File: config.mk
export PLATFORM = sky130hd
export DESIGN_NAME = fpCmpUnit
export DESIGN_NICKNAME = d
export VERILOG_FILES = /design/src/rtl/fpCmpPkg.sv /design/src/rtl/fpOperandClass.sv /design/src/rtl/fpCmpCtrl.sv /design/src/rtl/fpCmpDatapath.sv /design/src/rtl/fpCmpUnit.sv
export SDC_FILE = /design/constraint.sdc
export NUM_CORES = 1
export LEC_CHECK = 0
export CAP_MARGIN = 0
export CORE_UTILIZATION = 25
export DETAILED_ROUTE_END_ITERATION = 8
export DONT_BUFFER_PORTS = 1
export GPL_ROUTABILITY_DRIVEN = 0
export SLEW_MARGIN = 20
export SYNTH_ARGS = -nofsm -noshare
export SYNTH_HDL_FRONTEND = slang
export SYNTH_SLANG_ARGS = --single-unit
File: constraint.sdc
create_clock -name clk -period 6.4 [get_ports clk]
set_clock_uncertainty 0.05 [all_clocks]
set_input_delay 1.92 -clock clk [delete_from_list [all_inputs] [get_ports clk]]
set_output_delay 1.92 -clock clk [all_outputs]
set_load 0.05 [all_outputs]
File: src/rtl/fpCmpPkg.sv
package fpCmpPkg;
  localparam int OPW    = 64;
  localparam int SPW    = 32;
  localparam int EXPD   = 11;
  localparam int MANTD  = 52;
  localparam int EXPS   = 8;
  localparam int MANTS  = 23;
  localparam int CLSW   = 5;
  localparam int PREDW  = 8;
  localparam int KEYW   = OPW + 1;

  typedef enum logic [2:0] {
    OP_EQ    = 3'd0,
    OP_GT    = 3'd1,
    OP_GE    = 3'd2,
    OP_UO    = 3'd3,
    OP_CLASS = 3'd4,
    OP_MIN   = 3'd5,
    OP_MAX   = 3'd6,
    OP_RSVD  = 3'd7
  } fpOp_e;

  // strobes from control to datapath
  typedef struct packed {
    logic isDouble;
    logic doEq;
    logic doGt;
    logic doGe;
    logic doUo;
    logic doClass;
    logic doMin;
    logic doMax;
  } cmpStrobe_t;

  // per-operand category flags and an ordering key
  typedef struct packed {
    logic            isZero;
    logic            isNormal;
    logic            isDenorm;
    logic            isInf;
    logic            isNan;
    logic [KEYW-1:0] key;
  } opClass_t;
endpackage

File: src/rtl/fpOperandClass.sv
module fpOperandClass
  import fpCmpPkg::*;
(
  input  logic [OPW-1:0] opnd,
  input  logic           isDouble,
  output opClass_t       cls
);
  logic            sign;
  logic            expAllOne;
  logic            expZero;
  logic            mantZero;
  logic [OPW-1:0]  mag;

  always_comb begin
    if (isDouble) begin
      sign      = opnd[OPW-1];
      expAllOne = &opnd[MANTD +: EXPD];
      expZero   = ~|opnd[MANTD +: EXPD];
      mantZero  = ~|opnd[MANTD-1:0];
      mag       = {1'b0, opnd[OPW-2:0]};
    end else begin
      sign      = opnd[SPW-1];
      expAllOne = &opnd[MANTS +: EXPS];
      expZero   = ~|opnd[MANTS +: EXPS];
      mantZero  = ~|opnd[MANTS-1:0];
      mag       = {{(OPW-SPW+1){1'b0}}, opnd[SPW-2:0]};
    end
    cls.isZero   = expZero & mantZero;
    cls.isDenorm = expZero & ~mantZero;
    cls.isNormal = ~expZero & ~expAllOne;
    cls.isInf    = expAllOne & mantZero;
    cls.isNan    = expAllOne & ~mantZero;
    // monotone key: negatives invert magnitude and sit below positives
    cls.key      = sign ? {1'b0, ~mag} : {1'b1, mag};
  end
endmodule

File: src/rtl/fpCmpCtrl.sv
module fpCmpCtrl
  import fpCmpPkg::*;
(
  input  logic       clk,
  input  logic       rstN,
  input  logic [2:0] opSel,
  input  logic       isDouble,
  output cmpStrobe_t strb
);
  fpOp_e opCode;

  always_comb begin
    opCode        = fpOp_e'(opSel);
    strb          = '0;
    strb.isDouble = isDouble;
    unique case (opCode)
      OP_EQ:    strb.doEq    = 1'b1;
      OP_GT:    strb.doGt    = 1'b1;
      OP_GE:    strb.doGe    = 1'b1;
      OP_UO:    strb.doUo    = 1'b1;
      OP_CLASS: strb.doClass = 1'b1;
      OP_MIN:   strb.doMin   = 1'b1;
      OP_MAX:   strb.doMax   = 1'b1;
      default:  ;
    endcase
  end


  one_op_decoded_chk: assert property (@(posedge clk) disable iff (!rstN)
    $onehot0({strb.doEq, strb.doGt, strb.doGe, strb.doUo,
              strb.doClass, strb.doMin, strb.doMax}));
endmodule

File: src/rtl/fpCmpDatapath.sv
module fpCmpDatapath
  import fpCmpPkg::*;
(
  input  logic             clk,
  input  logic             rstN,
  input  cmpStrobe_t       strb,
  input  logic [OPW-1:0]   opA,
  input  logic [OPW-1:0]   opB,
  input  logic [CLSW-1:0]  classMask,
  output logic [PREDW-1:0] predQ,
  output logic [OPW-1:0]   resultQ,
  output logic             invalidQ
);
  localparam int NOPS = 2;

  logic [OPW-1:0] opnds [NOPS];
  opClass_t       cls   [NOPS];

  assign opnds[0] = opA;
  assign opnds[1] = opB;

  for (genvar gi = 0; gi < NOPS; gi++) begin : g_cls
    fpOperandClass u_cls (
      .opnd     (opnds[gi]),
      .isDouble (strb.isDouble),
      .cls      (cls[gi])
    );
  end

  logic           anyNan, bothNan, bothZero;
  logic           aEqB, aGtB, bGtA;
  logic           classHit, predBit;
  logic [OPW-1:0] aNarrow, bNarrow, nanWord, minVal, maxVal;
  logic [PREDW-1:0] predD;
  logic [OPW-1:0]   resultD;
  logic             invalidD;

  always_comb begin
    anyNan   = cls[0].isNan | cls[1].isNan;
    bothNan  = cls[0].isNan & cls[1].isNan;
    bothZero = cls[0].isZero & cls[1].isZero;
    aEqB     = ~anyNan & (bothZero | (cls[0].key == cls[1].key));
    aGtB     = ~anyNan & ~bothZero & (cls[0].key > cls[1].key);
    bGtA     = ~anyNan & ~bothZero & (cls[1].key > cls[0].key);
    classHit = |(classMask & {cls[0].isNan, cls[0].isInf, cls[0].isDenorm,
                              cls[0].isNormal, cls[0].isZero});

    predBit  = (strb.doEq    & aEqB)
             | (strb.doGt    & aGtB)
             | (strb.doGe    & (aGtB | aEqB))
             | (strb.doUo    & anyNan)
             | (strb.doClass & classHit);
    predD    = {PREDW{predBit}};

    if (strb.isDouble) begin
      aNarrow = opA;
      bNarrow = opB;
      nanWord = '1;
    end else begin
      aNarrow = {{(OPW-SPW){1'b0}}, opA[SPW-1:0]};
      bNarrow = {{(OPW-SPW){1'b0}}, opB[SPW-1:0]};
      nanWord = {{(OPW-SPW){1'b0}}, {SPW{1'b1}}};
    end

    if (bothNan)            minVal = nanWord;
    else if (cls[0].isNan)  minVal = bNarrow;
    else if (cls[1].isNan)  minVal = aNarrow;
    else if (aGtB)          minVal = bNarrow;
    else                    minVal = aNarrow;

    if (bothNan)            maxVal = nanWord;
    else if (cls[0].isNan)  maxVal = bNarrow;
    else if (cls[1].isNan)  maxVal = aNarrow;
    else if (bGtA)          maxVal = bNarrow;
    else                    maxVal = aNarrow;

    resultD  = strb.doMin ? minVal : (strb.doMax ? maxVal : '0);
    invalidD = strb.isDouble & (strb.doMin | strb.doMax) & anyNan;
  end

  always_ff @(posedge clk) begin
    if (!rstN) begin
      predQ    <= '0;
      resultQ  <= '0;
      invalidQ <= 1'b0;
    end else begin
      predQ    <= predD;
      resultQ  <= resultD;
      invalidQ <= invalidD;
    end
  end


  nan_cmp_false_chk: assert property (@(posedge clk) disable iff (!rstN)
    ((strb.doEq | strb.doGt | strb.doGe) & (cls[0].isNan | cls[1].isNan))
      |=> (predQ == 8'h00));


  nan_unordered_chk: assert property (@(posedge clk) disable iff (!rstN)
    (strb.doUo & (cls[0].isNan | cls[1].isNan)) |=> (predQ == 8'hFF));


  class_no_flag_chk: assert property (@(posedge clk) disable iff (!rstN)
    strb.doClass |=> !invalidQ);


  dbl_nan_invalid_chk: assert property (@(posedge clk) disable iff (!rstN)
    (strb.isDouble & (strb.doMin | strb.doMax) & (cls[0].isNan | cls[1].isNan))
      |=> invalidQ);


  both_nan_canon_chk: assert property (@(posedge clk) disable iff (!rstN)
    ((strb.doMin | strb.doMax) & cls[0].isNan & cls[1].isNan)
      |=> (resultQ[SPW-1:0] == {SPW{1'b1}}));
endmodule

File: src/rtl/fpCmpUnit.sv
module fpCmpUnit
  import fpCmpPkg::*;
(
  input  logic             clk,
  input  logic             rstN,
  input  logic [OPW-1:0]   opA,
  input  logic [OPW-1:0]   opB,
  input  logic [2:0]       opSel,
  input  logic             isDouble,
  input  logic [CLSW-1:0]  classMask,
  output logic [PREDW-1:0] pred,
  output logic [OPW-1:0]   result,
  output logic             invalid
);
  cmpStrobe_t strb;

  fpCmpCtrl u_ctrl (
    .clk      (clk),
    .rstN     (rstN),
    .opSel    (opSel),
    .isDouble (isDouble),
    .strb     (strb)
  );

  fpCmpDatapath u_dp (
    .clk       (clk),
    .rstN      (rstN),
    .strb      (strb),
    .opA       (opA),
    .opB       (opB),
    .classMask (classMask),
    .predQ     (pred),
    .resultQ   (result),
    .invalidQ  (invalid)
  );
endmodule

==> impl_metrics.py, run 1 <==
metrics = {
    "run_status": {
        "status": "finished, final reports clean",
    },
    "run": {
        "drv_cap": 0,
    },
    "floorplan": {
        "core_area_mm2": 0.02886,
        "initial_core_util": 0.2561,
        "fp.dieH_um": 173.9,
        "io_pins": 212,
        "row_count": 62,
        "die_w_um": 173.9,
        "dieArea_mm2": 0.03025,
    },
    "synth": {
        "synth_area_per_cell_um2": 7.770,
        "yosys_most_used_dff": "dfxtp_1",
        "async_reset_ff_frac": 0,
        "syn_inst": 951,
        "synth.distinct_cells": 61,
        "synth_edf_count": 0,
        "syn_area_mm2": 0.007390,
        "synth_fp_nets": 1154,
        "ys_ff_latch": 66,
        "yosysSeqAreaShare": 0.1788,
        "yosysWarnings": 0,
    },
    "grt": {
        "grt_pass1_wl_um": 43990,
        "grt_overflow_total": 0,
        "grt_max_degree": 80,
        "grt_pass1_vias": 7180,
        "antenna_found_initial": 0,
        "grt_usage": 0.1902,
    },
    "cts": {
        "cts.sinks": 66,
        "clk_pin_slew_ns": 0.06,
        "clk_path_buf_depth": 2,
        "htree_levels": 3,
        "cts_tree": "built",
        "postCtsHoldBufs": 0,
        "cts_resized": 0,
        "cts-root-buf": "clkbuf_16",
        "postCtsSetupBuffers": 0,
        "cts_made_buffers": 9,
    },
    "timing": {
        "max_freq_mhz": 174.0,
        "tns_ns": 0,
        "period_minus_slack_ns": 5.746,
        "fin_ws_ns": 0.6537,
        "slew_viol_final": 0,
        "fin_crit_sh": 0.8979,
        "setup-violations-final": 0,
        "relSlewSlack": 0.2635,
        "grt_setup_unrepaired": "false",
        "worstMarginPinSlew_ns": 1.110,
        "hold_violations": 0,
    },
    "worst_setup_path": {
        "cp_max_fo": 79,
        "slowest_delay_ns": 0.60,
        "crit_slowest_cell": "o41ai_1",
        "crit_chain": "nand2_1, o21a_2, buf_4, xor2_1, ha_1, nand4_1, or3_1, nor3_1, o41ai_1, nand4_1, a31oi_2, buf_4, nor3_1, o31ai_1",
        "critical_path_class": "input port to flip-flop",
        "worstPathArrival_ns": 5.95,
        "critical_path_buf_inv_count": 2,
        "start_kind": "input port",
        "worstSetupEndpointType": "flip-flop",
        "crit_family": "compound AO/OA/AOI/OAI gates",
        "worstPathRequired_ns": 6.60,
    },
    "power": {
        "report.power.total_mw": 1.564,
        "leakagePower_nw": 2.880,
        "max-vdd-ir-drop_mv": 0.1399,
        "p_per_area_mw_per_mm2": 195.8,
    },
    "cells_and_area": {
        "final_util": 0.2768,
        "final_area_mm2": 0.007989,
        "n_fill_cell": 3136,
        "fin_nets": 1102,
        "syn2layout_area_growth_pct": 8.110,
        "drive_gt1_frac": 0.06202,
        "diodes": 0,
    },
    "routing": {
        "final_antenna_net_count": 0,
        "drt_first_iter_violations": 588,
        "vias": 7407,
        "drc_errors": 0,
        "wl_per_cell_um": 22.59,
        "drt_wl_total_um": 29080,
        "dr.pass1.iters": 5,
        "vias_per_cell": 5.755,
    },
    "place": {
        "portBuffers": 0,
        "dp_slack_ns": 0.3126,
        "place_area_mm2": 0.007714,
        "hpwlAfterDp_um": 22530,
    },
    "hold_path": {
        "min_path_type": "input port to flip-flop",
    },
}
-- routing by layer --
metal  wire length [um]  GRT usage
met1              12040     0.2316
met2              12670     0.2893
met3               3014    0.07371
met4               1351    0.09759
met5                  0          0
-- power by group --
part / internal [mW] / switching, mW
Combinational: 0.238 / 0.315
Clock: 0.281 / 0.205
Sequential: 0.431 / 0.0939
-- area by class of cell --
class / instances / area (um^2) / share of cell area
multi-input combinational: 771 / 5620 / 0.7035
sequential: 66 / 1325 / 0.1659
tap: 384 / 480.5 / 0.06014
clock buffer: 13 / 260.3 / 0.03258
timing repair buffer: 23 / 185.2 / 0.02318
inverter: 28 / 105.1 / 0.01316
clock inverter: 2 / 12.51 / 0.001566
-- cell usage in the layout (no fill, tap or decap), types with 32 or more instances in the layout --
master    netlist  final
o211ai_1       34     34
nor3_1         35     35
ha_1           64     64
nand3_1        42     42
a21o_1         44     44
xnor2_1       111    111
nor2_1         81     77
a21oi_1        58     57
dfxtp_1        66     65
nand2_1        33     32
-- synthesized netlist by cell type (all sizes together), types with 15 or more instances --
cell type  count  area, um^2
nor4          32       215.2
o211ai        34       255.2
nor3          35       175.2
ha            64       800.8
a2bb2oi       17       148.9
clkbuf        49       183.9
nand4         30       187.7
xor2          15       131.4
o21ai         25       140.1
a21o          44       330.3
o221ai        22       192.7
dfxtp         66        1321
a21oi         59       299.0
nand2         33       123.9
xnor2        111       972.2
inv           28       105.1
buf           37       196.4
o2bb2ai       20       175.2
o31ai         24       193.9
nand3         42       210.2
nor2          81       304.0
a311oi        17       148.9
-- kinds of logic after synthesis --
family,count (synthesis),synth area share
xor gates and xnor gates,126,0.1493
and+or+nand+nor,273,0.1864
buffers and inverters,114,0.06570
AOI/OAI and AO/OA,304,0.3060
DFF,66,0.1788
muxes,4,0.005418
adders and majority gates,64,0.1084
-- per-stage QoR --
step / instances / hold slack, ns
2_1_floorplan: 951 / 1.987
5_1_grt: 1287 / 1.619
3_3_place_gp: 1272 / 1.991
3_5_place_dp: 1272 / 1.992
4_1_cts: 1287 / 1.618
6_report: 1287 / 1.630
-- worst paths after layout --
kind                  from  cells after the start  slack (ns)          endpoint
hold / removal     opA[40]                      1        1.63  u_dp.resultQ[40]
setup / recovery  isDouble                     14        0.65  u_dp.resultQ[24]
-- registers in the layout, summed over array words and instances, names as in the netlist --
name	cells
u_dp.predQ	1
u_dp.invalidQ	1
u_dp.resultQ	64
Power figures use the tool's default switching activity.
==> run 2: changes to the inputs <==
--- a/config.mk
+++ b/config.mk
@@ -5,10 +5,10 @@
 export SDC_FILE = /design/constraint.sdc
 export NUM_CORES = 1
 export LEC_CHECK = 0
+export BUFFER_PORTS_ARGS = -buffer_cell sky130_fd_sc_hd__buf_2
 export CAP_MARGIN = 0
 export CORE_UTILIZATION = 25
 export DETAILED_ROUTE_END_ITERATION = 8
-export DONT_BUFFER_PORTS = 1
 export GPL_ROUTABILITY_DRIVEN = 0
 export SLEW_MARGIN = 20
 export SYNTH_ARGS = -nofsm -noshare
==> constraint.sdc (replaced) <==
create_clock -name clk -period 7.05 [get_ports clk]
set_clock_uncertainty 0.05 [all_clocks]
set_input_delay 2.115 -clock clk [delete_from_list [all_inputs] [get_ports clk]]
set_output_delay 2.115 -clock clk [all_outputs]
set_load 0.05 [all_outputs]
==> impl_metrics.py, run 2 (synthesized netlist as in run 1, its figures left out) <==
metrics = {
    "timing": {
        "relSlewSlack": 0.3902,
        "max_freq_mhz": 162.8,
        "setup-violations-final": 0,
        "fin_crit_sh": 0.8714,
        "worstMarginPinSlew_ns": 0.9137,
        "tns_ns": 0,
        "grt_setup_unrepaired": "false",
        "hold_ws_ns": 1.970,
        "period_minus_slack_ns": 6.144,
        "slew_viol_final": 0,
        "hold_violations": 0,
    },
    "cts": {
        "cts-root-buf": "clkbuf_16",
        "postCtsHoldBufs": 0,
        "htree_levels": 3,
        "clk_pin_slew_ns": 0.06,
        "cts.sinks": 66,
        "clk_path_buf_depth": 2,
        "cts_made_buffers": 9,
        "cts_tree": "built",
        "postCtsSetupBuffers": 0,
        "cts_resized": 0,
    },
    "worst_setup_path": {
        "start_kind": "input port",
        "worstSetupEndpointType": "flip-flop",
        "crit_family": "buffers and inverters",
        "cp_max_fo": 41,
        "slowest_delay_ns": 0.53,
        "critical_path_class": "input port to flip-flop",
        "worstPathArrival_ns": 6.34,
        "crit_slowest_cell": "a222oi_1",
        "crit_chain": "buf_2, buf_4, xnor2_1, a21oi_1, ha_1, and4_1, and4bb_2, and2_0, a222oi_1, nand4_1, buf_4, a31oi_2, buf_4, o211ai_1, o211ai_1",
        "crit_start": "opA[63]",
        "critical_path_buf_inv_count": 4,
        "cp.depth": 15,
        "path_common_cell": "buf_4",
        "worstPathRequired_ns": 7.25,
    },
    "floorplan": {
        "initial_core_util": 0.2561,
        "io_pins": 212,
        "core_area_mm2": 0.02886,
        "die_w_um": 173.9,
        "row_count": 62,
        "fp.dieH_um": 173.9,
        "dieArea_mm2": 0.03025,
    },
    "cells_and_area": {
        "layout_common_cells": "211 x buf_2, 111 x xnor2_1, 76 x nor2_1",
        "layout_commonest_cell": "buf_2",
        "n_fill_cell": 3129,
        "top_register": "u_dp.resultQ",
        "top_regs": "u_dp.resultQ (64), u_dp.invalidQ (1), u_dp.predQ (1)",
        "multi_input_area_mm2": 0.005619,
        "seqCellArea_mm2": 0.001321,
        "syn2layout_area_growth_pct": 23.70,
        "final_util": 0.3168,
        "drive_gt1_frac": 0.2411,
        "fin_nets": 1318,
        "largest_reg_flops": 64,
    },
    "routing": {
        "final_antenna_net_count": 0,
        "vias_per_cell": 5.468,
        "drc_errors": 0,
        "vias": 8251,
        "wl_per_cell_um": 19.49,
        "drt_first_iter_violations": 807,
        "dr.pass1.iters": 7,
        "drt_wl_total_um": 29410,
    },
    "grt": {
        "grt_usage": 0.1903,
        "grt_overflow_total": 0,
        "grt_pass1_wl_um": 44740,
        "grt_max_degree": 49,
        "antenna_found_initial": 5,
        "grt_pass1_vias": 7766,
    },
    "run": {
        "drv_cap": 0,
    },
    "hold_path": {
        "min_from": "opA[45]",
        "min_path_type": "input port to flip-flop",
        "hold_depth": 2,
    },
    "power": {
        "leakagePower_nw": 3.863,
        "p_per_area_mw_per_mm2": 172.8,
        "max-vdd-ir-drop_mv": 0.1213,
    },
    "place": {
        "hpwlAfterDp_um": 22820,
        "portBuffers": 211,
    },
    "run_status": {
        "status": "finished, final reports clean",
    },
}
-- run 2: changes by cell type in the layout (fill, tap and decap cells not counted), moves of 2 or more --
cell     before  now
diode_2       0    5
buf_2         0  211
buf_4        22   25
buf_12        1    3
-- run 2: path summary, 6_finish.rpt --
kind / to / slack (ns)
setup / recovery: u_dp.resultQ[31] / 0.91
hold / removal: u_dp.resultQ[45] / 1.97
-- run 2: where the power goes --
group	internal (mW)	switching, mW
combinational	0.262	0.449
clock	0.293	0.178
sequential	0.392	0.00610
total	0.947	0.633
-- run 2: cell type report --
class / count / area share
flip-flops and latches: 66 / 0.1445
repair buffers: 239 / 0.1426
clock buffers: 14 / 0.02888
well taps: 384 / 0.05256
multi-input cells: 771 / 0.6147
inverters: 28 / 0.01150
diodes: 5 / 0.001369
clock inverters: 2 / 0.003832
-- run 2: through the flow --
step / power (mW) / instances / setup slack [ns] / cell area [um^2]
6_report: 1.580 / 1509 / 0.9063 / 9141
3_3_place_gp: 1.098 / 1488 / 0.6965 / 8830
3_5_place_dp: 1.108 / 1488 / 0.6410 / 8830
4_1_cts: 1.585 / 1504 / 0.9748 / 9129
2_1_floorplan: 0.8904 / 951 / 1.184 / 7390
5_1_grt: 1.670 / 1507 / 0.6147 / 9136
-- run 2: layer usage --
metal  wire length (um)  track usage  up-vias
met2              13380       0.3010      325
li1                   -            -     3927
met4                808      0.06981        0
met1              13120       0.2551     3956
met5                  0            0        -
met3               2102      0.03696       43
==> run 3: changes to the inputs <==
==> constraint.sdc (replaced) <==
create_clock -name clk -period 7.05 [get_ports clk]
set_clock_uncertainty 0.05 [all_clocks]
set_input_delay 1.7625 -clock clk [delete_from_list [all_inputs] [get_ports clk]]
set_output_delay 1.7625 -clock clk [all_outputs]
set_load 0.02 [all_outputs]
==> impl_metrics.py, run 3 (synthesized netlist as in run 1, its figures left out) <==
metrics = {
    "timing": {
        "period_minus_slack_ns": 6.130,
        "fin_crit_sh": 0.8695,
        "setup-violations-final": 0,
        "slew_viol_final": 0,
        "hold_violations": 0,
        "relSlewSlack": 0.4240,
        "grt_setup_unrepaired": "false",
        "tns_ns": 0,
        "worstMarginPinSlew_ns": 0.8640,
        "max_freq_mhz": 163.1,
    },
    "cts": {
        "cts_made_buffers": 9,
        "cts-root-buf": "clkbuf_16",
        "cts_tree": "built",
        "clk_path_buf_depth": 2,
        "cts.sinks": 66,
        "postCtsHoldBufs": 0,
        "cts_resized": 0,
        "postCtsSetupBuffers": 0,
        "clk_pin_slew_ns": 0.05,
        "htree_levels": 3,
    },
    "floorplan": {
        "core_area_mm2": 0.02886,
        "io_pins": 212,
        "die_w_um": 173.9,
        "row_count": 62,
        "fp.dieH_um": 173.9,
        "dieArea_mm2": 0.03025,
        "initial_core_util": 0.2561,
    },
    "grt": {
        "grt_overflow_total": 0,
        "grt_max_degree": 73,
        "grt_usage": 0.1908,
        "antenna_found_initial": 11,
        "grt_pass1_wl_um": 44730,
        "grt_pass1_vias": 7585,
    },
    "routing": {
        "drt_wl_total_um": 29300,
        "vias_per_cell": 5.439,
        "final_antenna_net_count": 0,
        "vias": 8196,
        "wl_per_cell_um": 19.44,
        "drt_first_iter_violations": 824,
        "drc_errors": 0,
        "dr.pass1.iters": 5,
    },
    "power": {
        "max-vdd-ir-drop_mv": 0.1323,
        "p_per_area_mw_per_mm2": 168.7,
        "leakagePower_nw": 3.836,
    },
    "worst_setup_path": {
        "critical_path_class": "input port to flip-flop",
        "start_kind": "input port",
        "worstPathRequired_ns": 7.22,
        "crit_chain": "buf_2, buf_4, a21oi_1, ha_1, and4_1, and4bb_2, and2_0, a222oi_1, nand4_1, buf_4, a31oi_2, buf_4, o221ai_1, o41ai_1",
        "crit_family": "compound AO/OA/AOI/OAI gates",
        "worstSetupEndpointType": "flip-flop",
        "crit_slowest_cell": "a31oi_2",
        "slowest_delay_ns": 0.73,
        "path_common_cell": "buf_4",
        "cp_max_fo": 72,
        "worstPathArrival_ns": 6.30,
        "critical_path_buf_inv_count": 4,
    },
    "cells_and_area": {
        "largest_reg_flops": 64,
        "layout_common_cells": "211 x buf_2, 111 x xnor2_1, 77 x nor2_1",
        "top_register": "u_dp.resultQ",
        "drive_gt1_frac": 0.2388,
        "multi_input_area_mm2": 0.005619,
        "layout_commonest_cell": "buf_2",
        "seqCellArea_mm2": 0.001321,
        "fin_nets": 1313,
        "syn2layout_area_growth_pct": 23.08,
        "n_fill_cell": 3177,
        "final_util": 0.3152,
        "top_regs": "u_dp.resultQ (64), u_dp.invalidQ (1), u_dp.predQ (1)",
    },
    "place": {
        "portBuffers": 211,
        "hpwlAfterDp_um": 22480,
    },
    "run_status": {
        "status": "finished, final reports clean",
    },
    "hold_path": {
        "min_path_type": "input port to flip-flop",
    },
    "run": {
        "drv_cap": 0,
    },
}
## run 3: final cells by class
type / count / share of cell area
multi-input cells: 771 / 0.6178
flip-flops and latches: 66 / 0.1453
repair buffers: 234 / 0.1365
well taps: 384 / 0.05283
clock buffers: 13 / 0.02972
inverters: 28 / 0.01156
clock inverters: 2 / 0.003852
diodes: 9 / 0.002476
## run 3: power by group
group	switching (mW)	leakage, nW	internal, mW
Sequential	0.00611	0.536	0.392
Combinational	0.399	3.15	0.256
Clock	0.181	0.152	0.300
Total	0.587	3.84	0.947
## run 3: final timing paths
kind / cells past startpoint / endpoint / start / slack (ns)
setup / recovery: 14 / u_dp.resultQ[27] / isDouble / 0.92
hold / removal: 2 / u_dp.resultQ[50] / opA[50] / 1.61
## run 3: layer usage
layer | wire (um) | vias to the layer above | track usage
met5 | 11 | - | 0
met4 | 928 | 2 | 0.08187
met3 | 2113 | 52 | 0.04046
met2 | 13200 | 363 | 0.2897
met1 | 13040 | 3854 | 0.2590
li1 | - | 3925 | -
## run 3: through the flow
step | power, mW | hold slack [ns] | cell area (um^2) | std cells | setup slack, ns
2_1_floorplan | 0.8425 | 1.829 | 7390 | 951 | 1.537
3_3_place_gp | 1.042 | 1.969 | 8765 | 1483 | 0.7981
3_5_place_dp | 1.049 | 1.969 | 8765 | 1483 | 0.7422
4_1_cts | 1.538 | 1.596 | 9070 | 1498 | 1.078
5_1_grt | 1.629 | 1.604 | 9085 | 1503 | 0.7819
6_report | 1.534 | 1.607 | 9095 | 1507 | 0.9204
